[config.mk]
export PLATFORM = sky130hd
export DESIGN_NAME = isync_parser
export DESIGN_NICKNAME = d
export VERILOG_FILES = /design/src/rtl/isync_pkg.sv /design/src/rtl/isync_varint.sv /design/src/rtl/isync_info_dec.sv /design/src/rtl/isync_pc_track.sv /design/src/rtl/isync_parser.sv
export SDC_FILE = /design/constraint.sdc
export NUM_CORES = 1
export LEC_CHECK = 0
export BUFFER_PORTS_ARGS = -buffer_cell sky130_fd_sc_hd__buf_4
export CORE_MARGIN = 3
export CORE_UTILIZATION = 25
export DETAILED_ROUTE_END_ITERATION = 12
export PLACE_DENSITY = 0.54
export SETUP_SLACK_MARGIN = 0.4
export SYNTH_ARGS = -nofsm -noshare
export SYNTH_HDL_FRONTEND = slang
export SYNTH_SLANG_ARGS = --single-unit
[constraint.sdc]
create_clock -name clk -period 4.25 [get_ports clk]
set_input_delay 1.275 -clock clk [delete_from_list [all_inputs] [get_ports clk]]
set_output_delay 1.275 -clock clk [all_outputs]
set_load 0.05 [all_outputs]
[src/rtl/isync_pkg.sv]
package isync_pkg;

  localparam logic [7:0] HDR_PLAIN = 8'h08;
  localparam logic [7:0] HDR_CYC   = 8'h70;

  typedef enum logic [1:0] {
    PS_IDLE = 2'd0,
    PS_CYC  = 2'd1,
    PS_INFO = 2'd2,
    PS_ADDR = 2'd3
  } pstate_e;

  typedef enum logic [1:0] {
    ISA_WORD     = 2'd0,
    ISA_COMPACT  = 2'd1,
    ISA_BYTECODE = 2'd2
  } isa_e;

  typedef struct packed {
    logic       lsip;
    logic [1:0] reason;
    logic       nonsec;
    logic       altisa;
    logic       hyp;
  } info_t;

endpackage

[src/rtl/isync_varint.sv]
// Accumulates a little-endian 7-bit-group count with continuation flags.
module isync_varint #(
  parameter int CNT_W     = 32,
  parameter int MAX_BYTES = 5
) (
  input  logic             clk,
  input  logic             rst_n,
  input  logic             clr,
  input  logic             en,
  input  logic [7:0]       din,
  output logic [CNT_W-1:0] value,
  output logic             last
);
  localparam int IDX_W = (MAX_BYTES > 1) ? $clog2(MAX_BYTES) : 1;
  localparam int SH_W  = 7 * MAX_BYTES;
  localparam logic [IDX_W-1:0] IDX_LAST = IDX_W'(MAX_BYTES - 1);

  logic [CNT_W-1:0] acc_q, acc_d;
  logic [IDX_W-1:0] idx_q, idx_d;

  always_comb begin
    acc_d = acc_q;
    idx_d = idx_q;
    if (clr) begin
      acc_d = '0;
      idx_d = '0;
    end else if (en) begin
      acc_d = acc_q | CNT_W'(SH_W'(din[6:0]) << (7 * idx_q));
      idx_d = idx_q + IDX_W'(1);
    end
  end

  always_ff @(posedge clk or negedge rst_n) begin
    if (!rst_n) begin
      acc_q <= '0;
      idx_q <= '0;
    end else if (clr || en) begin
      acc_q <= acc_d;
      idx_q <= idx_d;
    end
  end

  assign value = acc_q;
  assign last  = !din[7] || (idx_q == IDX_LAST);
endmodule

[src/rtl/isync_info_dec.sv]
// Splits the information byte and resolves the instruction-set state.
module isync_info_dec
  import isync_pkg::*;
(
  input  logic [7:1] info_bits,
  input  logic       addr_lsb,
  output info_t      fields,
  output isa_e       isa
);
  always_comb begin
    fields.lsip   = info_bits[7];
    fields.reason = info_bits[6:5];
    fields.nonsec = info_bits[3];
    fields.altisa = info_bits[2];
    fields.hyp    = info_bits[1];
    if (info_bits[4])  isa = ISA_BYTECODE;
    else if (addr_lsb) isa = ISA_COMPACT;
    else               isa = ISA_WORD;
  end
endmodule

[src/rtl/isync_pc_track.sv]
// Holds the tracked program counter and last branch address.
module isync_pc_track #(
  parameter int ADDR_W = 32
) (
  input  logic              clk,
  input  logic              rst_n,
  input  logic              load_en,
  input  logic [ADDR_W-1:0] load_addr,
  input  logic              ext_wr_en,
  input  logic [ADDR_W-1:0] ext_wr_pc,
  output logic [ADDR_W-1:0] tracked_pc,
  output logic [ADDR_W-1:0] last_branch
);
  logic [ADDR_W-1:0] trk_q, trk_d, lbr_q;
  logic              trk_en;

  always_comb begin
    trk_en = load_en || ext_wr_en;
    trk_d  = load_en ? load_addr : ext_wr_pc;
  end

  always_ff @(posedge clk or negedge rst_n) begin
    if (!rst_n) trk_q <= '0;
    else if (trk_en) trk_q <= trk_d;
  end

  always_ff @(posedge clk or negedge rst_n) begin
    if (!rst_n) lbr_q <= '0;
    else if (load_en) lbr_q <= load_addr;
  end

  assign tracked_pc  = trk_q;
  assign last_branch = lbr_q;
endmodule

[src/rtl/isync_parser.sv]
module isync_parser
  import isync_pkg::*;
#(
  parameter int ADDR_W        = 32,
  parameter int CNT_W         = 32,
  parameter int CNT_MAX_BYTES = 5
) (
  input  logic              clk,
  input  logic              rst_n,
  input  logic              byte_valid,
  input  logic [7:0]        byte_data,
  input  logic              trk_wr_en,
  input  logic [ADDR_W-1:0] trk_wr_pc,
  output logic              done,
  output logic [ADDR_W-1:0] sync_addr,
  output logic [1:0]        reason,
  output logic [1:0]        isa_state,
  output logic              nonsec,
  output logic              alt_isa,
  output logic              hyp,
  output logic              lsip,
  output logic [CNT_W-1:0]  cyc_count,
  output logic              cyc_valid,
  output logic              pc_mismatch,
  output logic [ADDR_W-1:0] tracked_pc,
  output logic [ADDR_W-1:0] last_branch
);
  localparam int ADDR_BYTES = ADDR_W / 8;
  localparam int AIDX_W     = (ADDR_BYTES > 1) ? $clog2(ADDR_BYTES) : 1;
  localparam int LO_W       = ADDR_W - 8;
  localparam logic [AIDX_W-1:0] AIDX_LAST = AIDX_W'(ADDR_BYTES - 1);

  pstate_e            st_q, st_d;
  logic [AIDX_W-1:0]  aidx_q, aidx_d;
  logic [LO_W-1:0]    lo_q, lo_d;
  logic [7:1]         info_q, info_d;
  logic               cychdr_q, cychdr_d;
  logic               cnt_clr, cnt_en, cnt_last, fin, mism;
  logic [CNT_W-1:0]   cnt_val;
  logic [ADDR_W-1:0]  full_addr, clean_addr;
  info_t              fields;
  isa_e               isa;

  // output registers
  logic               done_q, mism_q, ns_q, alt_q, hyp_q, lsip_q, cv_q;
  logic [ADDR_W-1:0]  addr_q;
  logic [1:0]         reason_q, isa_q;
  logic [CNT_W-1:0]   cnt_q;

  isync_varint #(.CNT_W(CNT_W), .MAX_BYTES(CNT_MAX_BYTES)) u_cnt (
    .clk(clk), .rst_n(rst_n), .clr(cnt_clr), .en(cnt_en),
    .din(byte_data), .value(cnt_val), .last(cnt_last)
  );

  assign full_addr  = {byte_data, lo_q};
  assign clean_addr = {full_addr[ADDR_W-1:1], 1'b0};

  isync_info_dec u_dec (
    .info_bits(info_q), .addr_lsb(full_addr[0]), .fields(fields), .isa(isa)
  );

  isync_pc_track #(.ADDR_W(ADDR_W)) u_trk (
    .clk(clk), .rst_n(rst_n), .load_en(fin), .load_addr(clean_addr),
    .ext_wr_en(trk_wr_en), .ext_wr_pc(trk_wr_pc),
    .tracked_pc(tracked_pc), .last_branch(last_branch)
  );

  // next-state logic
  always_comb begin
    st_d     = st_q;
    aidx_d   = aidx_q;
    lo_d     = lo_q;
    info_d   = info_q;
    cychdr_d = cychdr_q;
    cnt_clr  = 1'b0;
    cnt_en   = 1'b0;
    fin      = 1'b0;
    case (st_q)
      PS_IDLE: begin
        if (byte_valid && (byte_data == HDR_PLAIN || byte_data == HDR_CYC)) begin
          cnt_clr  = 1'b1;
          cychdr_d = (byte_data == HDR_CYC);
          st_d     = (byte_data == HDR_CYC) ? PS_CYC : PS_INFO;
        end
      end
      PS_CYC: begin
        if (byte_valid) begin
          cnt_en = 1'b1;
          if (cnt_last) st_d = PS_INFO;
        end
      end
      PS_INFO: begin
        if (byte_valid) begin
          info_d = byte_data[7:1];
          aidx_d = '0;
          st_d   = PS_ADDR;
        end
      end
      PS_ADDR: begin
        if (byte_valid) begin
          lo_d   = {byte_data, lo_q[LO_W-1:8]};
          aidx_d = aidx_q + AIDX_W'(1);
          if (aidx_q == AIDX_LAST) begin
            fin  = 1'b1;
            st_d = PS_IDLE;
          end
        end
      end
      default: st_d = PS_IDLE;
    endcase
    mism = (fields.reason == 2'd0) && (clean_addr != tracked_pc);
  end

  // parser state registers
  always_ff @(posedge clk or negedge rst_n) begin
    if (!rst_n) begin
      st_q     <= PS_IDLE;
      aidx_q   <= '0;
      lo_q     <= '0;
      info_q   <= '0;
      cychdr_q <= 1'b0;
    end else if (byte_valid) begin
      st_q     <= st_d;
      aidx_q   <= aidx_d;
      lo_q     <= lo_d;
      info_q   <= info_d;
      cychdr_q <= cychdr_d;
    end
  end

  // strobes
  always_ff @(posedge clk or negedge rst_n) begin
    if (!rst_n) begin
      done_q <= 1'b0;
      mism_q <= 1'b0;
    end else begin
      done_q <= fin;
      mism_q <= fin && mism;
    end
  end

  // decoded field registers, enabled at packet end
  always_ff @(posedge clk or negedge rst_n) begin
    if (!rst_n) begin
      addr_q   <= '0;
      reason_q <= '0;
      isa_q    <= '0;
      ns_q     <= 1'b0;
      alt_q    <= 1'b0;
      hyp_q    <= 1'b0;
      lsip_q   <= 1'b0;
      cnt_q    <= '0;
      cv_q     <= 1'b0;
    end else if (fin) begin
      addr_q   <= clean_addr;
      reason_q <= fields.reason;
      isa_q    <= isa;
      ns_q     <= fields.nonsec;
      alt_q    <= fields.altisa;
      hyp_q    <= fields.hyp;
      lsip_q   <= fields.lsip;
      cnt_q    <= cychdr_q ? cnt_val : '0;
      cv_q     <= cychdr_q;
    end
  end

  assign done        = done_q;
  assign pc_mismatch = mism_q;
  assign sync_addr   = addr_q;
  assign reason      = reason_q;
  assign isa_state   = isa_q;
  assign nonsec      = ns_q;
  assign alt_isa     = alt_q;
  assign hyp         = hyp_q;
  assign lsip        = lsip_q;
  assign cyc_count   = cnt_q;
  assign cyc_valid   = cv_q;
endmodule

; Word-level counts from Yosys, hierarchy flattened
; Cells that the tools add are included.
[word_totals]
reg_bits = 177
inputBits = 44
output_inout_bits = 139
elab_cells = 74
[classes]
addsub = 2
n_mul = 1
eq_ne = 11
shifts = 1
n_mux = 21
n_bitwise = 1
n_reduce_logical = 18
[op_table]
columns = operator, count
row1 = 32-bit two-way mux, 4
row2 = 32-bit != test, 1
row3 = 32-bit OR, 1
row4 = 7-bit by 6-bit << shifter with 32-bit output, 1
row5 = 2-bit two-way mux, 5
row6 = 8-bit by 4-bit == test with 1-bit output (second input constant), 1
row7 = 8-bit by 7-bit == test with 1-bit output (second input constant), 1
row8 = 1-bit two-way mux, 8
row9 = 2-bit one-hot mux with 4 select lines, 1
row10 = 2-bit AND reduction, 4
row11 = 2-bit == test (second input constant), 3
row12 = 3-bit by 3-bit multiplier with 6-bit output (first input constant), 1
row13 = 3-bit two-way mux, 2
row14 = 2-bit != test (second input constant), 3
row15 = 2-bit logical NOT, 2
row16 = 1-bit logical OR, 4
row17 = 2-bit one-hot mux with 2 select lines, 1
row18 = 4-bit AND reduction, 1
row19 = 2-bit nonzero test, 2
row20 = 3-bit by 1-bit adder with 3-bit output (second input constant), 1
row21 = 3-bit == test (second input constant), 1
row22 = 1-bit logical AND, 3
row23 = 3-bit AND reduction, 1
row24 = 2-bit by 1-bit adder with 2-bit output (second input constant), 1
row25 = other kinds (2), 2

; Logic depth before layout (Yosys ltp)
; Gate-level depths: netlist of run 1.
[depth]
ltp_word = 7
ltp_mapped = 7
depth_no_buf = 6

; By module
; From an unflattened synthesis of run 1, not the netlist that was laid out.
[unflattened]
cells_unflattened = 751
area_unflattened_um2 = 8809.7
[by_module_without_submodules]
columns = mod, instances, cells_per_inst, area_per_inst_um2, seq_area_each_um2
row1 = isync_parser, 1, 373, 4634.4, 2752.6
row2 = isync_pc_track, 1, 238, 2638.8, 1601.5
row3 = isync_varint, 1, 132, 1470.2, 875.8
row4 = isync_info_dec, 1, 8, 66.3, 0.0

; Worst setup path after synthesis of run 1
; No wires, ideal clock.
[synth_timing]
path_kind = input port to flip-flop
from = in byte_data[5]
to = reg st_q[1]
setup_ns = 0.094
arrival_ns = 2.523
t_required_ns = 4.156
path_slack_ns = 1.633
path_stages = 5
n_path_buf = 1
cell_sequence = buf_4 -> or4b_4 -> a211oi_2 -> o32ai_1 -> a221oi_2
[synth_between]
elab_chain_cells = 5
elab_cells_between_ends = 9
classes_between = eq/ne: 3 / mux: 3 / reduce/logical: 3
[synth_lines]
columns = item, line
row1 = "start, declared", isync_parser.sv:11  ; input logic [7:0] byte_data,
row2 = 8-bit by 4-bit == test with 1-bit output or 8-bit by 7-bit == test with 1-bit output (tied branches), "isync_parser.sv:80, isync_parser.sv:83"
row3 = 1-bit logical OR, isync_parser.sv:80  ; if (byte_valid && (byte_data == HDR_PLAIN || byte_data == HDR_CYC)) begin
row4 = 1-bit logical AND, isync_parser.sv:80
row5 = 2-bit != test (no line), n/a
row6 = 4-bit AND reduction (no line), n/a
row7 = "end signal, assigned", isync_parser.sv:123  ; st_q <= st_d;
row8 = "end, declared", isync_parser.sv:33  ; pstate_e st_q, st_d;
; Several ways; a longest one is shown, not always the timed one. The select of a mux whose other input is x is not followed.
; A chain may end at the register's enable or synchronous reset.

; Worst setup path in the final report of run 1
[layout_timing]
from = reg u_trk.lbr_q[23], in the netlist u_trk.last_branch[23]
to = out last_branch[23]
[layout_lines]
columns = item, line
row1 = "start, declared", isync_pc_track.sv:14  ; logic [ADDR_W-1:0] trk_q, trk_d, lbr_q;
row2 = "start signal, assigned", isync_pc_track.sv:29  ; else if (load_en) lbr_q <= load_addr;
row3 = "end, declared", isync_parser.sv:26  ; output logic [ADDR_W-1:0] last_branch
; No word-level cell between the ends.

==> results of run 1 <==
==> state kept, by name (all words and copies together), names as in the netlist, 2 cells and up <==
register and flops:
u_trk.tracked_pc 32, u_trk.last_branch 31, cyc_count 32, info_q 7
u_cnt.idx_q 3, isa_state 2, u_cnt.value 32, aidx_q 2
lo_q 24, st_q 2, reason 2
==> synthesized netlist by cell type, types with 2 or more instances <==
cell,instances,area share (%)
buf_2,10,0.66
dfrtp_1,177,59
inv_1,8,0.40
nand2_1,190,9.4
mux2_2,31,4.6
nand4_1,7,0.58
mux2i_1,32,4.2
buf_4,35,3.5
nand3_1,37,2.4
ha_1,7,1.2
nor2_1,36,1.8
buf_1,5,0.25
xnor2_1,29,3.4
nor3_1,3,0.20
nor4_1,3,0.25
o21ai_0,34,2.2
clkbuf_1,22,1.1
xor2_1,4,0.46
a21oi_1,33,2.2
or4_1,2,0.20
==> worst min-delay path, stage by stage, from the launching register on <==
cell and delay [ns]:
dfrtp_1 0.34, nand2_1 0.05, nand2_1 0.05
==> power by group through the flow <==
stage,Combinational [mW],Sequential (mW),Clock [mW]
floorplan,1.26,3.45,0
finish,2.74,2.75,1.60
detailed placement,2.77,2.79,0
CTS,2.78,2.76,1.64
global placement,2.75,2.78,0
global route,2.92,2.84,1.72
==> placed cells by master (no fill, tap or decap), types with 2 or more instances in the layout <==
master        n
clkbuf_8      3
clkinv_4      2
inv_6         5
nor2_1       36
nand3_1      36
xor2_1        4
nand2_1     190
dfrtp_1     177
mux2i_1      32
buf_12        3
clkbuf_16    17
a21oi_1      33
inv_1         7
o21ai_0      34
mux2_2       31
conb_1        2
clkinvlp_4    2
inv_8         2
nand4_1       7
ha_1          7
xnor2_1      29
nor4_1        3
nor3_1        3
or4_1         2
buf_4       182
==> worst paths after layout <==
path                       slack (ns)                              start                                to
min                              0.47              info_q[7]$_DFFE_PN0P_                  lsip$_DFFE_PN0P_
min reg2reg                      0.47              info_q[7]$_DFFE_PN0P_                  lsip$_DFFE_PN0P_
min in group asynchronous        0.94                              rst_n  u_trk.last_branch[6]$_DFFE_PN0P_
max                              1.82  u_trk.last_branch[23]$_DFFE_PN0P_                   last_branch[23]
max in group asynchronous        2.53                              rst_n        u_cnt.idx_q[0]$_DFFE_PN0P_
max reg2reg                      2.16                st_q[1]$_DFFE_PN0P_       u_cnt.value[30]$_DFFE_PN0P_
==> per-layer routing <==
| metal | part of all wire [%] | wire length [um] | vias to the layer above |
|---|---|---|---|
| met3 | 5.3 | 1170 | 12 |
| met4 | 0.74 | 162 | 0 |
| met2 | 47 | 10300 | 141 |
| met5 | 0 | 0 | - |
| met1 | 47 | 10300 | 2798 |
| li1 | - | - | 2637 |
==> final cells by class <==
| class | instances | share of cell area [%] |
|---|---|---|
| Clock buffer | 19 | 4.68 |
| Clock inverter | 13 | 1.50 |
| Inverter | 8 | 0.323 |
| Multi-Input combinational cell | 467 | 27.9 |
| Sequential cell | 177 | 45.7 |
| Tap cell | 390 | 5.04 |
| Timing Repair Buffer | 186 | 14.9 |
==> cell families after synthesis <==
group	after synthesis	synth area share (%)
mux	63	8.85
buf+inv	81	6.02
xor+xnor	33	3.82
fa+ha+maj	7	1.16
simple gates	285	15.7
flops	177	58.5
other cells	1	0.0496
compound gates	77	5.84
==> metrics by stage <==
step           power [mW]  utilization (%)  setup WS (ns)  hold slack [ns]  instance area (um^2)
3_3_place_gp         5.53             30.6           1.38            0.444                  9090
5_1_grt              7.49             32.6           1.76            0.499                  9680
3_5_place_dp         5.56             30.6           1.40            0.453                  9090
2_1_floorplan        4.70                -           1.63            0.433                  7570
4_1_cts              7.18             32.6           1.80            0.472                  9680
6_report             7.09             32.6           1.82            0.470                  9680
==> results.cfg, run 1 <==
[logic_synthesis]
synth-seq-cells = 177
avgSynthCellArea_um2 = 10.5
synth_cells = 724
postSynth.asyncResetShare_pct = 100
synth_cell_types = 39
ys_seq_area_share_pct = 58.5
synth_area_um2 = 7570
synth_edf_count = 0
ys.flop_type = dfrtp_1
ys_warn_count = 0

[timing]
relSlewSlack_pct = 26.2
max_freq_ghz = 0.411
finalCritPeriodShare_pct = 57.2
finalHoldViolations = 0
setup_viol = 0
rsz0062_at_grt = false
fin_skew_ns = 0.0142
slew_viol_final = 0
tightest_slew_ns = 1.11
min_period_ns = 2.43
setup_tns_ns = 0

[setup_path]
ff2ff_path_depth = 6
worst-setup-path-type = reg -> out
cp_cell_sequence = buf_4
slowest_stage = dfrtp_1
crit_buf_inv = 1
worst-path-stages = 1
start_kind = flip-flop
required_ns = 2.97
cp-end-kind = output pin
cp_data_arrival_time_ns = 1.16
slowest_delay_ns = 0.48
path_max_fanout = 3
cp_top_family = flip-flops

[power]
pwr-share-comb_pct = 38.7
seqPwrFrac_pct = 38.8
power.internal_mw = 4.03
p_leak_nw = 4.87
netSwitchingPower_mw = 3.07
share_clk_of_total_power_pct = 22.6
swShare_pct = 43.2
ir_worst_vdd_mv = 0.320
p_per_area_nw_per_um2 = 732

[cells_and_area]
drive_gt1_share_pct = 29.4
diodes = 0
multi_input_area_um2 = 2700
ff_latch_area_um2 = 4430
syn_to_final_growth_pct = 28.0
stdcell_count = 1260
nets = 908
nFillCells = 3065

[status]
outcome = complete, no violations

[floorplan]
design.portCount = 183
die_y_um = 180
rows = 63
dieArea_um2 = 32400
start_util_pct = 25.5
core_um2 = 29700
die_x_um = 180

[route]
wl_per_cell_um = 17.4
routed_wirelength_um = 22000
routed_via_density = 4.43
firstDrtPassIters = 5
vias = 5588
ant_nets = 0
drc = 0
drt_iter0_markers = 299

[clock_tree]
cts_inserted_buffers = 17
cts_hold_buf = 0
clk_latency_ns = 0.43
clockRootBuffer = clkbuf_16
clock_path_buffers = 2
cts_resized = 0
clock_sinks = 177
postCtsSetupRepairBufs = 0
cts_tree = built
path_clk_slew_ns = 0.07
h-tree-depth = 4

[grt]
grt_pass1_wl_um = 34200
top_usage_layer = met2
antenna_found_initial = 0
grtUsageMet2_pct = 21.3
grtUsageMet1_pct = 18.8
globalRouteMet3Util_pct = 3.10
track_usage_pct = 13.4
grt_start_max_net_pins = 97
grt_overflow = 0
grt_pass1_vias = 5559

[min_path]
hold_depth = 2
hp-class = reg -> reg

[placed_design]
dp_cells = 1228
port_buffers = 180
gp_congestion = 0.760
dpl.hpwl_um = 15000

[run]
max_cap_violations = 0
Note: power is estimated with default switching activity, not from simulation.
==> run 2: changes to the inputs <==
clock period = 2.3 ns   (was 4.25 ns; I/O delays follow)
==> run 2 against run 1 <==
Effect of this change: worst hold slack worse by 0.33 ns; register-to-register slack worse by 1.6 ns; clock skew down 0.0013 ns; worst setup slack worse by 1.4 ns; first-iteration DRC count up 20%; sequential cell count unchanged; critical endpoint is now tracked_pc[24]; clock power up 87%; die area unchanged.
==> results.cfg, run 2 (synthesized netlist as in run 1, its figures left out) <==
[setup_path]
worst-setup-path-type = reg -> out
path_max_fanout = 2
cp-end-kind = output pin
crit_path_start = u_trk.tracked_pc[24]$_DFFE_PN0P_
ff2ff_path_depth = 6
r2r_slack_ns = 0.54
slowest_delay_ns = 0.38
timing.rr.start = u_cnt.idx_q[0]$_DFFE_PN0P_
cp_data_arrival_time_ns = 1.14
start_kind = flip-flop
slowest_stage = dfrtp_1
cp_top_family = flip-flops
required_ns = 1.61
r2r-end = st_q[0]$_DFFE_PN0P_
cp_cell_sequence = buf_4, buf_4
crit_buf_inv = 2
worst_path_most_repeated_cell = buf_4

[power]
ir_worst_vdd_mv = 0.499
pwr-share-comb_pct = 39.2
share_clk_of_total_power_pct = 22.5
power.internal_mw = 7.50
netSwitchingPower_mw = 5.77
p_total_mw = 13.3
p_per_area_nw_per_um2 = 1340
swShare_pct = 43.5
seqPwrFrac_pct = 38.3
p_leak_nw = 4.96

[cells_and_area]
multi_input_area_um2 = 2720
ff_latch_area_um2 = 4430
fin_util_pct = 33.3
nets = 927
stdcell_area_um2 = 9890
drive_gt1_share_pct = 31.4
diodes = 0
layout_commonest_cell = buf_4
nFillCells = 3062
stdcell_count = 1279
final_cell_mix = buf_4, nand2_1, dfrtp_1
syn_to_final_growth_pct = 30.8

[route]
drt_iter0_markers = 359
routed_via_density = 4.42
wl_per_cell_um = 17.5
vias = 5656
firstDrtPassIters = 4
ant_nets = 0
drc = 0
routed_wirelength_um = 22400

[floorplan]
dieArea_um2 = 32400
core_um2 = 29700
die_x_um = 180
die_y_um = 180
rows = 63
start_util_pct = 25.5
design.portCount = 183

[timing]
whs_ns = 0.142
slew_viol_final = 0
finalCritPeriodShare_pct = 79.8
max_freq_ghz = 0.545
rsz0062_at_grt = false
setup_tns_ns = 0
tightest_slew_ns = 0.650
fin_skew_ns = 0.0128
setup_viol = 0
min_period_ns = 1.83
relSlewSlack_pct = 56.7
finalHoldViolations = 0
setup_slack_ns = 0.465

[placed_design]
dp_cells = 1246
port_buffers = 180
dp_slack_ns = 0.147
dpl_cell_area_um2 = 9270
gp_congestion = 0.751
dpl.hpwl_um = 15800

[grt]
grt_pass1_vias = 5755
track_usage_pct = 13.9
grt_start_max_net_pins = 87
antenna_found_initial = 0
grt_overflow = 0
grt_pass1_wl_um = 35100

[min_path]
hp-class = in -> async

[status]
outcome = complete, no violations

[clock_tree]
clock_sinks = 177
h-tree-depth = 4
cts_tree = built
clk_latency_ns = 0.43
cts_inserted_buffers = 17
clockRootBuffer = clkbuf_16
cts_hold_buf = 0
path_clk_slew_ns = 0.08
clock_path_buffers = 2

[run]
max_cap_violations = 0
[run 2: cell types whose count changed in the layout (fill, tap and decap cells not counted), moves of 2 or more]
cell    delta
buf_12     +3
buf_4     +16
inv_6      -2
inv_8      +2
[run 2: timing repair]
action	4_1_cts	5_1_grt
buffers inserted	1	0
pin swaps	0	0
hold endpoints to repair	0	0
resized for setup	0	4
endpoints found under the setup margin	1	7
[run 2: power groups by stage]
| stage | clock (mW) | sequential (mW) | combinational, mW |
|---|---|---|---|
| 2_1_floorplan | 0 | 6.37 | 2.34 |
| 3_3_place_gp | 0 | 5.15 | 5.21 |
| 3_5_place_dp | 0 | 5.16 | 5.24 |
| 4_1_cts | 3.08 | 5.11 | 5.26 |
| 5_1_grt | 3.21 | 5.25 | 5.55 |
| 6_report | 2.99 | 5.08 | 5.20 |
[run 2: cell type report]
type	instances	area share, %
clock buffers	18	4.44
clock inverters	14	1.66
inverters	8	0.316
multi-input cells	467	27.5
flip-flops and latches	177	44.8
well taps	390	4.93
repair buffers	205	16.4
[run 2: worst max path at each step]
| stage | to | slack (ns) | cells past startpoint |
|---|---|---|---|
| 2_1_floorplan | st_q[1]$_DFFE_PN0P_ | 0.32 | 5 |
| 3_3_place_gp | pc_mismatch$_DFF_PN0_ | 0.21 | 5 |
| 3_5_place_dp | pc_mismatch$_DFF_PN0_ | 0.15 | 5 |
| 4_1_cts | tracked_pc[24] | 0.44 | 2 |
| 5_1_grt | tracked_pc[24] | 0.42 | 2 |
| 6_report | tracked_pc[24] | 0.47 | 2 |
[run 2: per-layer routing]
layer	GRT usage, %	wire (um)
met5	0	0
met1	18.8	10300
met2	22.1	10500
met3	3.46	1250
met4	3.84	351
[run 2: worst register-to-register path, stage by stage, from the launching register on]
cell,delay (ns)
dfrtp_1,0.45
inv_1,0.13
ha_1,0.15
nand2_1,0.06
a311o_1,0.46
o32a_1,0.33
o311ai_1,0.08
==> run 3: changes to the inputs <==
PLACE_DENSITY = 0.56   (was 0.54)
clock period = 1.6 ns   (was 2.3 ns; I/O delays follow)
==> run 3 against run 2 <==
Effect of this change: total power rose by 61%; global-route usage rose by 1.2 points; routed wire length rose by 10%; non-clock buffer count rose by 102; clock power rose by 45%; first-iteration DRC count fell by 21%; the run now ends with setup timing left; register-to-register slack got worse by 0.56 ns; count of clock-buffer cells in the layout rose by 2; sequential share of layout area fell by 8.2 points; largest power group unchanged; core utilization rose by 8.1 points; critical path depth rose by 2; critical path type is now reg -> reg; clock skew fell by 0.0038 ns.
==> results.cfg, run 3 (synthesized netlist as in run 1, its figures left out) <==
[status]
outcome = finished with violations
violations = setup timing

[power]
pwr-share-comb_pct = 44.9
p_total_mw = 21.4
power.internal_mw = 12.5
seqPwrFrac_pct = 34.9
share_clk_of_total_power_pct = 20.2
p_leak_nw = 6.03
ir_worst_vdd_mv = 0.976
netSwitchingPower_mw = 8.85
swShare_pct = 41.4
p_per_area_nw_per_um2 = 1740

[setup_path]
cp_data_arrival_time_ns = 1.91
required_ns = 1.89
start_kind = flip-flop
slowest_stage = or4_4
r2r_slack_ns = -0.02
slowest_delay_ns = 0.53
path_max_fanout = 3
crit_buf_inv = 0
cp_top_family = simple AND/OR/NAND/NOR gates
worst-setup-path-type = reg -> reg
cp_cell_sequence = xor2_1, or4_4, nor4_2, a2111oi_1
cp-end-kind = flip-flop
worst-path-stages = 4
ff2ff_path_depth = 4

[timing]
rsz0062_at_grt = true
finalCritPeriodShare_pct = 101
finalHoldViolations = 0
setup_viol = 1
slew_viol_final = 0
fin_skew_ns = 0.00902
max_freq_ghz = 0.619
setup_slack_ns = -0.0167
min_period_ns = 1.62

[route]
drt_iter0_markers = 282
wl_per_cell_um = 17.8
firstDrtPassIters = 4
vias = 6167
ant_nets = 0
drc = 0
routed_wirelength_um = 24700
routed_via_density = 4.46

[cells_and_area]
layout_commonest_cell = nand2_1
syn_to_final_growth_pct = 62.4
drive_gt1_share_pct = 50.8
final_cell_mix = nand2_1, buf_4, dfrtp_1
nets = 1031
stdcell_area_um2 = 12300
nFillCells = 2770

[grt]
grt_overflow = 0
track_usage_pct = 15.1
antenna_found_initial = 1
grt_start_max_net_pins = 40
grt_pass1_wl_um = 38400
grt_pass1_vias = 6344

[clock_tree]
path_clk_slew_ns = 0.07
clockRootBuffer = clkbuf_16
h-tree-depth = 4
clock_path_buffers = 2
cts_tree = built
clock_sinks = 177
clk_latency_ns = 0.43
cts_inserted_buffers = 17

[placed_design]
gp_congestion = 0.789
dpl_cell_area_um2 = 10100
dpl.hpwl_um = 16800
port_buffers = 180

[floorplan]
dieArea_um2 = 32400
start_util_pct = 25.5
core_um2 = 29700
die_x_um = 180
die_y_um = 180
rows = 63
design.portCount = 183

[min_path]
hp-class = in -> reg
hold_depth = 3

[run]
max_cap_violations = 0
## run 3: cell types whose count changed in the layout (fill, tap and decap cells not counted), sizes merged
cell         before  now
clkinvlp          1    0
buf             204  300
clkinv            6    4
inv              14   16
bufbuf            0    3
diode             0    1
clkbuf           19   23
bufinv            1    2
dlygate4sd3       0    1
## run 3: final timing paths
kind	from	endpoint
worst max-delay path	u_trk.tracked_pc[27]$_DFFE_PN0P_	pc_mismatch$_DFF_PN0_
worst min-delay path	trk_wr_pc[0]	u_trk.tracked_pc[0]$_DFFE_PN0P_
worst max register to register	u_trk.tracked_pc[27]$_DFFE_PN0P_	pc_mismatch$_DFF_PN0_
worst min register to register	lsip$_DFFE_PN0P_	lsip$_DFFE_PN0P_
max in group asynchronous	rst_n	u_trk.last_branch[31]$_DFFE_PN0P_
min in group asynchronous	rst_n	cyc_count[25]$_DFFE_PN0P_
## run 3: timing repair
item,4_1_cts,5_1_grt
pin swaps,7,5
hold buffers,1,0
setup buffers,43,4
gates cloned,12,2
endpoints found under the setup margin,314,315
endpoints found under the hold margin,31,0
resized for setup,134,98
## run 3: power groups by stage
stage	clock [mW]	sequential, mW	combinational [mW]
floorplan	0	9.43	3.92
global placement	0	7.38	8.40
detailed placement	0	7.39	8.48
CTS	4.43	7.35	9.18
global route	4.60	7.68	10.1
finish	4.33	7.45	9.60
## run 3: worst register-to-register path, cell delays in order (launching register included)
cell and delay [ns]:
dfrtp_2 0.46, xor2_1 0.19, or4_4 0.54, nor4_2 0.18, a2111oi_1 0.13
## run 3: cell type report
type	count	area (um^2)	share of cell area, %
antenna	1	2.50	0.0204
clock buffer	20	457	3.72
clock inverter	12	145	1.18
inverter	8	37.5	0.305
multi-input combinational	467	3240	26.4
sequential	177	4490	36.5
tap	390	488	3.97
timing repair buffer	307	3400	27.7
timing repair inverter	2	27.5	0.224
## run 3: per-layer routing
layer  vias to the layer above  wire length [um]  track usage (%)
li1                       2888                 -                -
met4                         0               306             3.81
met5                         -                 0                0
met3                        19              1230             2.73
met2                       166             12100             25.0
met1                      3094             11100             20.5
## run 3: per-stage QoR
step | util [%] | hold WS [ns] | setup TNS [ns] | instances | worst slack [ns]
after floorplan | - | 0.184 | -3.84 | 725 | -0.167
after global placement | 34.0 | 0.449 | -5.43 | 1289 | -0.242
after detailed placement | 34.0 | 0.450 | -5.70 | 1289 | -0.256
after CTS | 39.8 | 0.294 | 0 | 1377 | 0.00518
after global routing | 41.3 | 0.309 | -1.43 | 1384 | -0.0835
final | 41.3 | 0.311 | -0.0167 | 1384 | -0.0167
